--- src/rtl/spa_pkg.sv ---
package spa_pkg;
    // Alignment mode of the input pairing logic
    typedef enum logic [1:0] {
        ALIGN_PAIR   = 2'd0,  // both inputs accepted together
        ALIGN_PARK_A = 2'd1,  // input A parked at frame end, B draining
        ALIGN_PARK_B = 2'd2   // input B parked at frame end, A draining
    } align_e;

    typedef struct packed {
        align_e mode;
    } align_state_t;
endpackage

--- src/rtl/spa_align_ctrl.sv ---
module spa_align_ctrl
    import spa_pkg::*;
(
    input  logic clk,
    input  logic rst_n,
    input  logic a_tvalid,
    input  logic a_tlast,
    input  logic b_tvalid,
    input  logic b_tlast,
    input  logic up_ready,
    output logic a_tready,
    output logic b_tready,
    output logic pair_fire
);
    align_state_t st_d, st_q;

    always_comb begin
        st_d      = st_q;
        a_tready  = 1'b0;
        b_tready  = 1'b0;
        pair_fire = 1'b0;
        unique case (st_q.mode)
            ALIGN_PAIR: begin
                a_tready  = b_tvalid && up_ready;
                b_tready  = a_tvalid && up_ready;
                pair_fire = a_tvalid && b_tvalid && up_ready;
                if (pair_fire) begin
                    if (a_tlast && !b_tlast) begin
                        st_d.mode = ALIGN_PARK_A;
                    end else if (b_tlast && !a_tlast) begin
                        st_d.mode = ALIGN_PARK_B;
                    end
                end
            end
            ALIGN_PARK_A: begin
                b_tready = 1'b1;
                if (b_tvalid && b_tlast) begin
                    st_d.mode = ALIGN_PAIR;
                end
            end
            ALIGN_PARK_B: begin
                a_tready = 1'b1;
                if (a_tvalid && a_tlast) begin
                    st_d.mode = ALIGN_PAIR;
                end
            end
            default: st_d.mode = ALIGN_PAIR;
        endcase
    end

    always_ff @(posedge clk) begin
        if (!rst_n) begin
            st_q.mode <= ALIGN_PAIR;
        end else begin
            st_q <= st_d;
        end
    end
endmodule

--- src/rtl/spa_pair_add.sv ---
module spa_pair_add #(
    parameter int DATA_W = 32
) (
    input  logic [DATA_W-1:0] a_data,
    input  logic              a_last,
    input  logic [DATA_W-1:0] b_data,
    input  logic              b_last,
    output logic [DATA_W-1:0] sum,
    output logic              sum_last
);
    // Wrapping addition: carry out is dropped
    always_comb begin
        sum      = a_data + b_data;
        sum_last = a_last || b_last;
    end
endmodule

--- src/rtl/spa_skid.sv ---
module spa_skid #(
    parameter int PAY_W = 33
) (
    input  logic             clk,
    input  logic             rst_n,
    input  logic             up_valid,
    input  logic [PAY_W-1:0] up_data,
    output logic             up_ready,
    output logic             dn_valid,
    output logic [PAY_W-1:0] dn_data,
    input  logic             dn_ready
);
    typedef struct packed {
        logic             main_v;
        logic [PAY_W-1:0] main_d;
        logic             spare_v;
        logic [PAY_W-1:0] spare_d;
    } skid_t;

    skid_t sk_d, sk_q;

    always_comb begin
        sk_d = sk_q;
        if (sk_q.spare_v) begin
            if (dn_ready) begin
                sk_d.main_d  = sk_q.spare_d;
                sk_d.main_v  = 1'b1;
                sk_d.spare_v = 1'b0;
            end
        end else if (up_valid) begin
            if (!sk_q.main_v || dn_ready) begin
                sk_d.main_v = 1'b1;
                sk_d.main_d = up_data;
            end else begin
                sk_d.spare_v = 1'b1;
                sk_d.spare_d = up_data;
            end
        end else if (dn_ready) begin
            sk_d.main_v = 1'b0;
        end
    end

    always_ff @(posedge clk) begin
        if (!rst_n) begin
            sk_q <= '0;
        end else begin
            sk_q <= sk_d;
        end
    end

    assign up_ready = !sk_q.spare_v;
    assign dn_valid = sk_q.main_v;
    assign dn_data  = sk_q.main_d;
endmodule

--- src/rtl/stream_pair_adder.sv ---
module stream_pair_adder #(
    parameter int DATA_W = 32
) (
    input  logic                  clk,
    input  logic                  rst_n,
    input  logic [DATA_W-1:0]     a_tdata,
    input  logic                  a_tlast,
    input  logic                  a_tvalid,
    output logic                  a_tready,
    input  logic [DATA_W-1:0]     b_tdata,
    input  logic                  b_tlast,
    input  logic                  b_tvalid,
    output logic                  b_tready,
    output logic [DATA_W-1:0]     m_tdata,
    output logic [DATA_W/8-1:0]   m_tkeep,
    output logic                  m_tlast,
    output logic                  m_tvalid,
    input  logic                  m_tready
);
    localparam int KEEP_W = DATA_W / 8;
    localparam int PAY_W  = DATA_W + 1;

    logic              up_ready;
    logic              pair_fire;
    logic [DATA_W-1:0] sum;
    logic              sum_last;
    logic [PAY_W-1:0]  dn_pay;

    spa_align_ctrl u_align (
        .clk       (clk),
        .rst_n     (rst_n),
        .a_tvalid  (a_tvalid),
        .a_tlast   (a_tlast),
        .b_tvalid  (b_tvalid),
        .b_tlast   (b_tlast),
        .up_ready  (up_ready),
        .a_tready  (a_tready),
        .b_tready  (b_tready),
        .pair_fire (pair_fire)
    );

    spa_pair_add #(.DATA_W(DATA_W)) u_add (
        .a_data   (a_tdata),
        .a_last   (a_tlast),
        .b_data   (b_tdata),
        .b_last   (b_tlast),
        .sum      (sum),
        .sum_last (sum_last)
    );

    spa_skid #(.PAY_W(PAY_W)) u_skid (
        .clk      (clk),
        .rst_n    (rst_n),
        .up_valid (pair_fire),
        .up_data  ({sum_last, sum}),
        .up_ready (up_ready),
        .dn_valid (m_tvalid),
        .dn_data  (dn_pay),
        .dn_ready (m_tready)
    );

    assign m_tdata = dn_pay[DATA_W-1:0];
    assign m_tlast = dn_pay[DATA_W];
    assign m_tkeep = {KEEP_W{1'b1}};
endmodule

--- config.mk ---
export PLATFORM = sky130hd
export DESIGN_NAME = stream_pair_adder
export DESIGN_NICKNAME = d
export VERILOG_FILES = /design/src/rtl/spa_pkg.sv /design/src/rtl/spa_align_ctrl.sv /design/src/rtl/spa_pair_add.sv /design/src/rtl/spa_skid.sv /design/src/rtl/stream_pair_adder.sv
export SDC_FILE = /design/constraint.sdc
export NUM_CORES = 1
export LEC_CHECK = 0
export ABC_AREA = 1
export BUFFER_PORTS_ARGS = -buffer_cell sky130_fd_sc_hd__clkbuf_2
export CORE_MARGIN = 2
export CORE_UTILIZATION = 60
export CTS_CLUSTER_DIAMETER = 40
export DETAILED_ROUTE_END_ITERATION = 16
export MAX_ROUTING_LAYER = met4
export PLACE_DENSITY_LB_ADDON = 0.2
export SYNTH_ARGS = -nofsm -noshare
export SYNTH_HDL_FRONTEND = slang
export SYNTH_HIERARCHICAL = 1
export SYNTH_SLANG_ARGS = --single-unit
--- constraint.sdc ---
create_clock -name clk -period 3.3 [get_ports clk]
set_clock_uncertainty 0.05 [all_clocks]
set_input_delay 0.66 -clock clk [delete_from_list [all_inputs] [get_ports clk]]
set_output_delay 0.66 -clock clk [all_outputs]
set_load 0.01 [all_outputs]
==> summary.md, run 1 <==
| Metric | Value |
|---|---|
| Status | `complete, no violations` |
| Switching power | `between 800 and 900 µW` |
| Layout cell share with drive strength beyond 1 | `15.7%` |
| Dpl cells | `1230` |
| Core ar. | `approximately 9700 µm²` |
| Register area share after synthesis | `23.4%` |
| Die area | `around 11000 µm²` |
| Final Core Density | `between 60% and 70%` |
| Delay-heaviest family, CP | `simple AND/OR/NAND/NOR gates` |
| CP bufs+invs | `1` |
| Final setup viols | `0` |
| DRC Markers | `0` |
| ANT cells | `0` |
| CTS tree | `done` |
| TritonCTS Buffers | `9` |
| Setup CP Type | `in2reg` |
| Fillers | `~1000` |
| Syn_area_per_cell | `roughly 5.7 µm²` |
| Via density per instance | `4.96` |
| DRT iter0 DRCs | `358` |
| Max cap viols | `0` |
| Post-DP Area | `roughly 6300 µm²` |
| Worst hold path type | `reg2reg` |
| Routability cong. | `slightly above 0.9` |
| CTS Buffer Depth | `2` |
| Clk_lat worst skew | `between 0.3 and 0.4 ns` |
| Period utilisation layout | `~70%` |
| CP Data Arrival Time | `2.48 ns` |
| CP Depth | `17` |
| DPL Wire Length | `roughly 11000 µm` |
| Crit. End Element | `register` |
| Yosys warning count | `6` |
| R2r setup slk | `1.05 ns` |
| Most common flop cell mapped by yosys | `dfxtp_1` |
| Most used cell, CP | `nand2_1` |
| Die height | `slightly above 100 µm` |
| Worst-path fanout max | `4` |
| Largest net degree at the start of global routing | `37` |
| Max frequency | `approximately 440 MHz` |
| Tot GR Track Use | `between 20 and 30%` |
| Drt pass-1 iters | `5` |
| I/O pin count | `~110` |
| Int Power | `between 1.5 and 2 mW` |
| Post-route cell area | `around 6500 µm²` |
| Combinational power share | `~33%` |
| Post-cts gate resize count | `0` |
| Worst-path clk slew | `around 0.070 ns` |
| CP required | `3.49 ns` |
| Gr ovfl total | `0` |
| Layout area overhead | `9.17%` |
| Crit start category | `input pin` |
| ANT nets after route | `0` |
| P per Cell Area | `377 nW/µm²` |
| First-pass GRT wire length | `~25000 µm` |
| Clock Root Buffer | `clkbuf_8` |
| Relative slew slack | `~54%` |
| WL/cell | `about 12 µm` |
| Initial Util | `61.6%` |
| Crit path cell chain | `clkbuf_2 > ha_1 > fa_1 > nand3_1 > nand3_2 > nand2_1 > nand2_2 > nand2_1 > nand2_2 > nand2_1 > nand2_1 > nand2_1 > nand2_1 > nand3_1 > nand2_1 > nor2_1 > nor2_1` |
| Final max-slew violation count | `0` |
| Final Hold Fails | `0` |
| Setup TNS | `0 ns` |
| Fin crit period | `between 2 and 2.5 ns` |
| Sw Ratio | `a little over a third` |
| CTS Hold Bufs | `0` |
| EDFF count, synth | `0` |
| Vias in the first global route | `5390` |
| Hold Path Depth | `2` |
| Peak VDD IR | `0.000210 V` |
| Most frequent cells in the layout | `nand2_1 (396), inv_1 (150), nor2_1 (110), clkbuf_2 (106), nand3_1 (91)` |
| Via count | `6182` |
| RSZ-0062 raised after global routing | `false` |
| Slowest Stage Delay on Critical Path | `0.44 ns` |
| Distinct cells, synth | `32` |
| Initial antenna violation count | `0` |
| Final Hold Slack | `roughly 0.42 ns` |
| Die width | `104 µm` |
| NumNets Final | `around 1200` |
| Clock Power Share | `about 30%` |
| P_leak | `around 3.9 nW` |
| H-tree levels | `3` |
| Crit-path slowest cell | `fa_1` |
| Most common cell after layout, fill and taps aside | `nand2_1` |
| Clock tree sinks | `70` |
| Finished Layout Cells | `roughly 1200` |
| Sequential share of power | `roughly 37%` |
| Async SR Flop Fraction | `0%` |
| Number of synthesized register bits | `70` |
| R2r worst-path depth | `10` |
| Port-buffer cells | `106` |
| Rows | `36` |
| Cell Area, Synth | `5990 µm²` |
| WL final | `between 10000 and 15000 µm` |
| Worst Tran Pin Value | `roughly 0.69 ns` |
| Post-CTS Setup Repair Bufs | `0` |
| Gate Count Post-Synth | `between 1000 and 1500` |
==> worst reg2reg max path, cell delays in order (launching register included) <==
cell and delay [ns]:
dfxtp_1 0.35, inv_2 0.07, nand2_1 0.11, nor3_2 0.29, buf_4 0.30, inv_1 0.08
nor2_2 0.13, nand2_2 0.41, nand3_1 0.25, nand2_1 0.07, nor2_1 0.09
==> synthesized netlist by cell type, types with 2 or more instances <==
cell | n | share of area, %
o21bai_1 | 2 | 0.25
xor2_1 | 14 | 2.0
ha_1 | 32 | 6.7
nand3_1 | 91 | 7.6
nor3_1 | 4 | 0.33
nor2_1 | 110 | 6.9
nand2_2 | 21 | 2.2
nand2_1 | 396 | 25
dfxtp_1 | 70 | 23
nand4_1 | 3 | 0.31
inv_1 | 150 | 9.4
nand3_2 | 5 | 0.84
nor2_2 | 4 | 0.42
a21oi_1 | 57 | 4.8
buf_1 | 5 | 0.31
inv_2 | 7 | 0.44
nor3_2 | 2 | 0.33
buf_4 | 43 | 5.4
xnor2_1 | 2 | 0.29
clkbuf_1 | 9 | 0.56
buf_2 | 12 | 1.0
==> metal layers <==
metal | up-vias | routed length (µm) | global-route usage, %
met2 | 235 | 6380 | 42.7
met1 | 2660 | 6750 | 38.8
met4 | 0 | 240 | 8.98
met3 | 28 | 1060 | 2.82
met5 | - | 0 | -
li1 | 3259 | - | -
==> flip-flops by register name (all words and copies together) (netlist names) <==
signal	cells
u_skid/sk_q	34
u_skid/dn_valid	1
u_skid/dn_data	33
u_align/st_q	2
==> power by group through the flow <==
| stage | Sequential, mW | Clock (mW) | Combinational, mW |
|---|---|---|---|
| 6_report | 0.917 | 0.740 | 0.807 |
| 3_3_place_gp | 0.936 | 0 | 0.785 |
| 5_1_grt | 0.922 | 0.786 | 0.917 |
| 2_1_floorplan | 0.928 | 0 | 0.627 |
| 4_1_cts | 0.917 | 0.745 | 0.799 |
| 3_5_place_dp | 0.936 | 0 | 0.794 |
==> path summary, 6_finish.rpt <==
| path | start | end |
|---|---|---|
| worst min register to register | u_skid/sk_q[7] | u_skid/sk_q[7] |
| worst min-delay path | u_skid/sk_q[7] | u_skid/sk_q[7] |
| worst max register to register | u_skid/sk_q[33] | u_skid/dn_data[20] |
| worst max-delay path | a_tdata[0] | u_skid/dn_data[20] |
==> logic make-up after synthesis <==
logic type | synth area share (%)
other | 0.0626
buffers and inverters | 17.2
xor gates and xnor gates | 2.34
AOI/OAI and AO/OA | 5.37
and+or+nand+nor | 44.7
adders and majority gates | 7.02
DFF | 23.4
==> cell type report <==
class / instances / area [µm²] / area share [%]
Multi-Input combinational cell: 756 / 3580 / 54.7
Sequential cell: 70 / 1400 / 21.4
Inverter: 158 / 593 / 9.07
Timing Repair Buffer: 113 / 583 / 8.92
Clock buffer: 13 / 179 / 2.74
Tap cell: 133 / 166 / 2.54
Clock inverter: 3 / 40.0 / 0.612
==> through the flow <==
step / power (mW) / setup slack, ns
CTS: 2.46 / 1.02
floorplan: 1.56 / 0.919
detailed placement: 1.73 / 0.660
finish: 2.46 / 1.01
global placement: 1.72 / 0.685
global route: 2.62 / 0.824
(Power assumes the default switching activity.)
==> run 2, diff against run 1 <==
- ABC_AREA: 1 -> 0
- CORE_UTILIZATION: 60 -> 55
- clock period: 3.3 -> 2.3 ns (I/O delays scaled with it)
==> run 2 against run 1 <==
  * Critical endpoint is now u_skid/dn_data[11]
  * Synthesized cell count down 43%
  * Via count down 18%
  * Clock power up 18%
  * Global-route usage up 0.17 points
  * Area after synthesis down 17%
  * Power up 41%
  * The run now ends with setup timing left
  * First-iteration DRC count down 35%
  * Critical path type unchanged
  * Cell count down 30%
  * Critical path depth down 5
==> summary.md, run 2 <==
| Metric | Value |
|---|---|
| Clk_lat worst skew | `0.35 ns (about the same)` |
| Initial Util | `56.8% (was 61.6%)` |
| H-tree levels | `3 (unchanged)` |
| Clock tree sinks | `70 (unchanged)` |
| TritonCTS Buffers | `9 (unchanged)` |
| Worst hold path type | `in2reg (was reg2reg)` |
| Violated checks | `setup timing` |
| CTS tree | `done (unchanged)` |
| First-pass GRT wire length | `22100 µm (was 24500 µm)` |
| Hold Path Depth | `2 (unchanged)` |
| CTS Buffer Depth | `2 (unchanged)` |
| Setup TNS | `-0.553 ns (was 0 ns)` |
| Crit. End Element | `register (unchanged)` |
| Die width | `99.1 µm (was 104 µm)` |
| Worst Tran Pin Value | `0.510 ns (was 0.693 ns)` |
| Relative slew slack | `65.9% (was 53.7%)` |
| Post-Synth XOR/XNOR Area | `4.75% (was 2.34%)` |
| DPL Wire Length | `10300 µm (was 10600 µm)` |
| CTS Hold Bufs | `0 (unchanged)` |
| R2r startpoint | `u_skid/sk_q[33] (unchanged)` |
| Synth Area in Compound Gates | `33.0% (was 5.37%)` |
| Most common flop cell mapped by yosys | `dfxtp_1 (unchanged)` |
| Crit start category | `input pin (unchanged)` |
| Die height | `99.1 µm (was 104 µm)` |
| Register area share after synthesis | `28.2% (was 23.4%)` |
| EDFF count, synth | `0 (unchanged)` |
| Final Hold Fails | `0 (unchanged)` |
| R2r worst-path depth | `8 (was 10)` |
| Die area | `9830 µm² (was 10800 µm²)` |
| Status | `complete, but fails checks (was complete, no violations)` |
| Clock Root Buffer | `clkbuf_8 (unchanged)` |
| DRC Markers | `0 (unchanged)` |
| Worst-path fanout max | `4 (unchanged)` |
| Most common cell after layout, fill and taps aside | `buf_4 (was nand2_1)` |
| Hold EP | `u_skid/sk_q[33] (was u_skid/sk_q[7])` |
| P_leak | `2.87 nW (was 3.86 nW)` |
| Pre-CTS setup slack | `-0.491 ns (was 0.660 ns)` |
| Rows | `34 (was 36)` |
| Most frequent cells in the layout | `buf_4 (106), clkbuf_2 (103), nand2_1 (94), dfxtp_1 (70), o21a_1 (35) (was nand2_1 (396), inv_1 (150), nor2_1 (110), clkbuf_2 (106), nand3_1 (91))` |
| Leading post-synthesis cells by cell area | `dfxtp_1 (28%), ha_1 (8.0%), o221a_1 (7.5%) (was nand2_1 (25%), dfxtp_1 (23%), inv_1 (9.4%))` |
| Max frequency | `419 MHz` |
| ANT cells | `0 (unchanged)` |
| Initial antenna violation count | `0 (unchanged)` |
| RSZ-0062 raised after global routing | `true (was false)` |
| Period utilisation layout | `104%` |
| Worst Setup Slack, final | `-0.0883 ns (was 1.01 ns)` |
| Post-synthesis adder-cell area fraction | `8.45% (was 7.02%)` |
| Layout area overhead | `31.4% (was 9.17%)` |
| Cell Area, Synth | `4980 µm² (was 5990 µm²)` |
| Top-count cell post-synth | `nand2_1 (unchanged)` |
| Tot GR Track Use | `28.1% (was 27.9%)` |
| Layout cell share with drive strength beyond 1 | `37.5% (was 15.7%)` |
| Distinct cells, synth | `64 (was 32)` |
| R2r endpoint | `u_skid/sk_q[7] (was u_skid/dn_data[20])` |
| Final Core Density | `74.6% (was 67.2%)` |
| CP required | `2.49 ns (was 3.49 ns)` |
| Simple-Gate Fraction of Synth Area | `15.5% (was 44.7%)` |
| Gate Count Post-Synth | `594 (was 1050)` |
| Largest area contributor in the netlist | `dfxtp_1 (was nand2_1)` |
| Async SR Flop Fraction | `0% (unchanged)` |
| Fin crit period | `roughly 2.4 ns` |
| Post-synth top area share | `28.2% (was 24.8%)` |
| Final setup viols | `15 (was 0)` |
| Max cap viols | `0 (unchanged)` |
| Setup CP Type | `in2reg (unchanged)` |
| Largest family of logic cells by synthesized area | `compound AO/OA/AOI/OAI gates (was simple AND/OR/NAND/NOR gates)` |
| WL final | `13900 µm (was 14400 µm)` |
| Post-synthesis mux area share | `0.628% (was 0%)` |
| P per Cell Area | `533 nW/µm² (was 377 nW/µm²)` |
| Worst-path clk slew | `0.07 ns (about the same)` |
| R2r setup slk | `0.17 ns (was 1.05 ns)` |
| Biggest register | `u_skid/sk_q (unchanged)` |
| Max reg flops | `34 (unchanged)` |
| Syn_area_per_cell | `8.38 µm² (was 5.71 µm²)` |
| Via density per instance | `5.84 (was 4.96)` |
| Vias in the first global route | `4741 (was 5390)` |
| Core ar. | `8760 µm² (was 9730 µm²)` |
| Routability cong. | `0.884 (was 0.920)` |
| Port-buffer cells | `106 (unchanged)` |
| WL/cell | `16.0 µm (was 11.6 µm)` |
| Yosys warning count | `6 (unchanged)` |
| Via count | `5060 (was 6182)` |
| Peak VDD IR | `0.000452 V (was 0.000210 V)` |
| Largest net degree at the start of global routing | `72 (was 37)` |
| Number of synthesized register bits | `70 (unchanged)` |
| Hold Startpoint | `m_tready (was u_skid/sk_q[7])` |
| DRT iter0 DRCs | `234 (was 358)` |
| ANT nets after route | `0 (unchanged)` |
| Gr ovfl total | `0 (unchanged)` |
| CP Data Arrival Time | `2.58 ns (was 2.48 ns)` |
| NumNets Final | `858 (was 1212)` |
| Drt pass-1 iters | `4 (was 5)` |
| Final max-slew violation count | `0 (unchanged)` |
| I/O pin count | `111 (unchanged)` |
| Most instantiated cells after synthesis | `nand2_1 (94), dfxtp_1 (70), buf_4 (37) (was nand2_1 (396), inv_1 (150), nor2_1 (110))` |
[run 2: changes by cell type after synthesis, sizes merged, moves of 10 or more]
| cell | previous run | this run |
|---|---|---|
| nand2 | 418 | 94 |
| inv | 157 | 9 |
| nand3 | 97 | 7 |
| nor2 | 115 | 25 |
| a21boi | 0 | 36 |
| o21a | 0 | 35 |
| o221a | 0 | 33 |
| a21oi | 58 | 34 |
| o21ai | 1 | 21 |
| xnor2 | 2 | 17 |
| a21o | 1 | 14 |
| buf | 60 | 50 |
[run 2: worst max-delay path by stage]
stage / slack (ns) / endpoint / startpoint / depth (start not counted)
floorplan: -0.18 / u_skid/dn_data[30] / a_tdata[0] / 9
global placement: -0.46 / u_skid/dn_data[28] / a_tdata[0] / 10
detailed placement: -0.49 / u_skid/dn_data[30] / a_tdata[0] / 10
CTS: -0.04 / u_skid/dn_data[30] / a_tdata[0] / 10
global route: -0.15 / u_skid/sk_q[29] / a_tdata[1] / 11
finish: -0.09 / u_skid/dn_data[11] / a_tdata[0] / 12
[run 2: area by class of cell]
type / count / area [µm²]
Clock inverter: 6 / 48.8
Clock buffer: 10 / 128
Inverter: 9 / 33.8
Tap cell: 108 / 135
Sequential cell: 70 / 1400
Multi-Input combinational cell: 450 / 3420
Timing Repair Buffer: 214 / 1380
Fill cell: 648 / 2220
[run 2: power by group]
| part | total [mW] | internal [mW] | switching, mW | leakage (nW) |
|---|---|---|---|---|
| Sequential | 1.32 | 1.27 | 0.0452 | 0.571 |
| Combinational | 1.29 | 0.636 | 0.658 | 2.23 |
| Clock | 0.872 | 0.396 | 0.476 | 0.0787 |
| Total | 3.49 | 2.31 | 1.18 | 2.87 |
[run 2: metrics by stage]
stage	total power [mW]	instance area (µm²)	instances	hold slack (ns)
finish	3.49	6540	867	0.336
global route	3.67	6540	867	0.336
CTS	3.42	6330	861	0.324
detailed placement	2.52	6090	841	0.396
global placement	2.50	6090	841	0.390
floorplan	2.10	5100	597	0.385
[run 2: critical path, cell delays in order]
cell      delay, ns
buf_6          0.10
ha_4           0.17
buf_4          0.14
a211oi_2       0.25
o211ai_1       0.21
buf_4          0.20
buf_4          0.12
a211oi_2       0.21
o21bai_1       0.13
a21oi_2        0.19
xnor2_2        0.12
o221a_1        0.26
[run 2: timing repair]
action                                  4_1_cts  5_1_grt
pin swaps                                     9       25
buffers inserted                              4        6
gates resized for setup                       7       31
endpoints found under the setup margin       17       44
[run 2: routing by layer]
metal  up-vias  global-route usage [%]  routed length (µm)
li1       2454                       -                   -
met1      2396                    33.2                5610
met2       180                    48.0                7140
met3        30                    5.34                 749
met4         0                    9.38                 380
met5         -                       -                   0
[run 2: kinds of logic (layout without fill, tap and decap cells)]
kind of cell	Yosys count	count (layout)
muxes	3	3
and+or+nand+nor	170	170
xor gates and xnor gates	27	27
adders and majority gates	33	33
buffers and inverters	77	239
DFF	70	70
other	1	4
AOI/OAI and AO/OA	213	213
==> run 3, diff against run 2 <==
- SYNTH_HIERARCHICAL: 1 -> unset
==> run 3 against run 2 <==
  * The run still ends with setup timing left
  * Utilization grew 9.3 points
  * Maximum frequency shrank 15%
  * Critical path type unchanged
  * First-iteration DRC count grew 77%
  * Non-clock buffer count grew 2
==> summary.md, run 3 <==
| Metric | Value |
|---|---|
| Clock Root Buffer | `clkbuf_8 (unchanged)` |
| ANT nets after route | `0 (unchanged)` |
| Max frequency | `357 MHz (was 419 MHz)` |
| Worst-path fanout max | `2 (was 4)` |
| R2r startpoint | `u_align.st_q[1] (was u_skid/sk_q[33])` |
| DPL Wire Length | `10100 µm (was 10300 µm)` |
| Syn_area_per_cell | `7.91 µm² (was 8.38 µm²)` |
| Rows | `33 (was 34)` |
| Initial Util | `57.1% (was 56.8%)` |
| Crit. End Element | `register (unchanged)` |
| Routability cong. | `0.897 (was 0.884)` |
| Setup TNS | `-9.14 ns (was -0.553 ns)` |
| Via count | `5424 (was 5060)` |
| Gate Count Post-Synth | `599 (was 594)` |
| Register area share after synthesis | `29.6% (was 28.2%)` |
| Finished Layout Cells | `870 (was 867)` |
| WL/cell | `19.5 µm (was 16.0 µm)` |
| Clk_lat worst skew | `0.35 ns (about the same)` |
| Status | `complete, but fails checks (unchanged)` |
| R2r endpoint | `u_skid.dn_data[7] (was u_skid/sk_q[7])` |
| WL final | `16900 µm (was 13900 µm)` |
| P per Cell Area | `554 nW/µm² (was 533 nW/µm²)` |
| Fin crit period | `2.80 ns (was 2.39 ns)` |
| RSZ-0062 raised after global routing | `true (unchanged)` |
| Dpl cells | `844 (was 841)` |
| Yosys warning count | `0 (was 6)` |
| Setup CP Type | `in2reg (unchanged)` |
| Via density per instance | `6.23 (was 5.84)` |
| Worst Setup Slack, final | `-0.500 ns (was -0.0883 ns)` |
| Die area | `9370 µm² (was 9830 µm²)` |
| Combinational power share | `40.1% (was 37.1%)` |
| Clock Power Share | `26.4% (was 25.0%)` |
| Hold Startpoint | `u_skid.sk_q[24] (was m_tready)` |
| Most common flop cell mapped by yosys | `dfxtp_1 (unchanged)` |
| Relative slew slack | `63.5% (was 65.9%)` |
| Largest area contributor in the netlist | `dfxtp_1 (unchanged)` |
| Most common cell after layout, fill and taps aside | `clkbuf_2 (was buf_4)` |
| Worst hold path type | `reg2reg (was in2reg)` |
| Biggest register | `u_skid.sk_q (was u_skid/sk_q)` |
| Die width | `96.8 µm (was 99.1 µm)` |
| Number of synthesized register bits | `70 (unchanged)` |
| Max cap viols | `0 (unchanged)` |
| Distinct cells, synth | `59 (was 64)` |
| Die height | `96.8 µm (was 99.1 µm)` |
| Initial antenna violation count | `0 (unchanged)` |
| Post-synth top area share | `29.6% (was 28.2%)` |
| Layout area overhead | `47.1% (was 31.4%)` |
| Most instantiated cells after synthesis | `dfxtp_1 (70), nand2_1 (68), a21oi_1 (50) (was nand2_1 (94), dfxtp_1 (70), buf_4 (37))` |
| Crit start category | `input pin (unchanged)` |
| Port-buffer cells | `106 (unchanged)` |
| CP required | `2.50 ns (was 2.49 ns)` |
| Final max-slew violation count | `0 (unchanged)` |
| Vias in the first global route | `4974 (was 4741)` |
| Post-route cell area | `6970 µm² (was 6540 µm²)` |
| Int Power | `2.55 mW (was 2.31 mW)` |
| Worst Tran Pin Value | `0.541 ns (was 0.510 ns)` |
| CTS Hold Bufs | `0 (unchanged)` |
| P_leak | `3.07 nW (was 2.87 nW)` |
| CP Data Arrival Time | `3.00 ns (was 2.58 ns)` |
| CTS Buffer Depth | `2 (unchanged)` |
| Largest net degree at the start of global routing | `65 (was 72)` |
| EDFF count, synth | `0 (unchanged)` |
| Cell Area, Synth | `4740 µm² (was 4980 µm²)` |
| ANT cells | `0 (unchanged)` |
| Post-DP Area | `6010 µm² (was 6090 µm²)` |
| Sw Ratio | `33.9% (was 33.8%)` |
| TritonCTS Buffers | `9 (unchanged)` |
| Top-count cell post-synth | `dfxtp_1 (was nand2_1)` |
| Layout cell share with drive strength beyond 1 | `43.3% (was 37.5%)` |
| Drt pass-1 iters | `5 (was 4)` |
| Gr ovfl total | `0 (unchanged)` |
| Most frequent cells in the layout | `clkbuf_2 (101), buf_4 (98), dfxtp_1 (70), nand2_1 (65), nor2_1 (40) (was buf_4 (106), clkbuf_2 (103), nand2_1 (94), dfxtp_1 (70), o21a_1 (35))` |
| Peak VDD IR | `0.000235 V (was 0.000452 V)` |
| R2r setup slk | `0.29 ns (was 0.17 ns)` |
| Sequential share of power | `33.5% (was 37.9%)` |
| Period utilisation layout | `122% (was 104%)` |
| Leading post-synthesis cells by cell area | `dfxtp_1 (30%), ha_1 (8.2%), buf_4 (5.7%) (was dfxtp_1 (28%), ha_1 (8.0%), o221a_1 (7.5%))` |
| Final Hold Fails | `0 (unchanged)` |
| R2r worst-path depth | `7 (was 8)` |
| Violated checks | `setup timing (unchanged)` |
| Switching power | `1.31 mW (was 1.18 mW)` |
| H-tree levels | `3 (unchanged)` |
| Max reg flops | `34 (unchanged)` |
| NumNets Final | `863 (was 858)` |
| Async SR Flop Fraction | `0% (unchanged)` |
| I/O pin count | `111 (unchanged)` |
| Hold Path Depth | `2 (unchanged)` |
| Clock tree sinks | `70 (unchanged)` |
| DRC Markers | `0 (unchanged)` |
| Worst-path clk slew | `0.07 ns (about the same)` |
| First-pass GRT wire length | `23600 µm (was 22100 µm)` |
| Hold EP | `u_skid.sk_q[24] (was u_skid/sk_q[33])` |
| DRT iter0 DRCs | `414 (was 234)` |
| Final setup viols | `43 (was 15)` |
| Core ar. | `8300 µm² (was 8760 µm²)` |
| CTS tree | `done (unchanged)` |
| Tot GR Track Use | `31.2% (was 28.1%)` |
## run 3: area by class of cell
cell class,instances,area [µm²]
multi-input combinational,452,3740
timing repair buffer,216,1450
sequential,70,1400
fill,461,1330
clock buffer,13,159
tap,105,131
clock inverter,3,42.5
inverter,11,41.3
## run 3: per-layer routing
metal / part of all wire [%] / vias to the layer above / global-route usage [%]
met5: 0 / - / -
met4: 5.6 / 0 / 12.4
met3: 9.0 / 87 / 5.92
met2: 48 / 368 / 52.2
met1: 38 / 2539 / 37.1
li1: - / 2430 / -
## run 3: per-stage QoR
stage               setup WS, ns  power (mW)  utilization (%)  hold WS, ns
floorplan                 -0.780        2.03                -        0.381
global placement          -0.887        2.44             72.5        0.388
detailed placement        -0.939        2.48             72.5        0.404
CTS                       -0.361        3.62             79.2        0.412
global route              -0.564        4.00             83.9        0.444
finish                    -0.500        3.86             83.9        0.416
## run 3: power groups by stage
| stage | clock network [mW] | logic [mW] | registers [mW] |
|---|---|---|---|
| 2_1_floorplan | 0 | 0.720 | 1.31 |
| 3_3_place_gp | 0 | 1.13 | 1.32 |
| 3_5_place_dp | 0 | 1.16 | 1.32 |
| 4_1_cts | 1.02 | 1.31 | 1.29 |
| 5_1_grt | 1.07 | 1.63 | 1.30 |
| 6_report | 1.02 | 1.55 | 1.29 |
## run 3: cells by family after synthesis
logic type | synth area share (%)
compound gates | 27.9
xor+xnor | 4.99
fa+ha+maj | 8.61
buf+inv | 9.22
flops | 29.6
mux | 0.211
other cells | 0.0792
simple gates | 19.4
## run 3: worst max path at each step
stage | startpoint | endpoint | slack, ns | cells after the start
after floorplan | a_tdata[8] | u_skid.dn_data[31] | -0.78 | 10
after global placement | a_tdata[8] | u_skid.dn_data[31] | -0.89 | 11
after detailed placement | a_tdata[8] | u_skid.dn_data[31] | -0.94 | 11
after CTS | a_tdata[8] | u_skid.dn_data[31] | -0.36 | 11
after global routing | a_tdata[3] | u_skid.dn_data[31] | -0.56 | 11
final | a_tdata[8] | u_skid.dn_data[31] | -0.50 | 11
## run 3: timing repair
item                       CTS  global route
setup buffers                8             7
pin swaps                   35            43
gates resized for setup     52            75
setup endpoints to repair   40            49
## run 3: worst max-delay path: stages
cell	delay (ns)
buf_6	0.10
ha_4	0.23
a21o_1	0.16
o21bai_4	0.17
a311o_1	0.29
or4_4	0.47
a311oi_4	0.30
a21oi_2	0.11
or4_4	0.50
nand4_1	0.13
a21oi_2	0.07
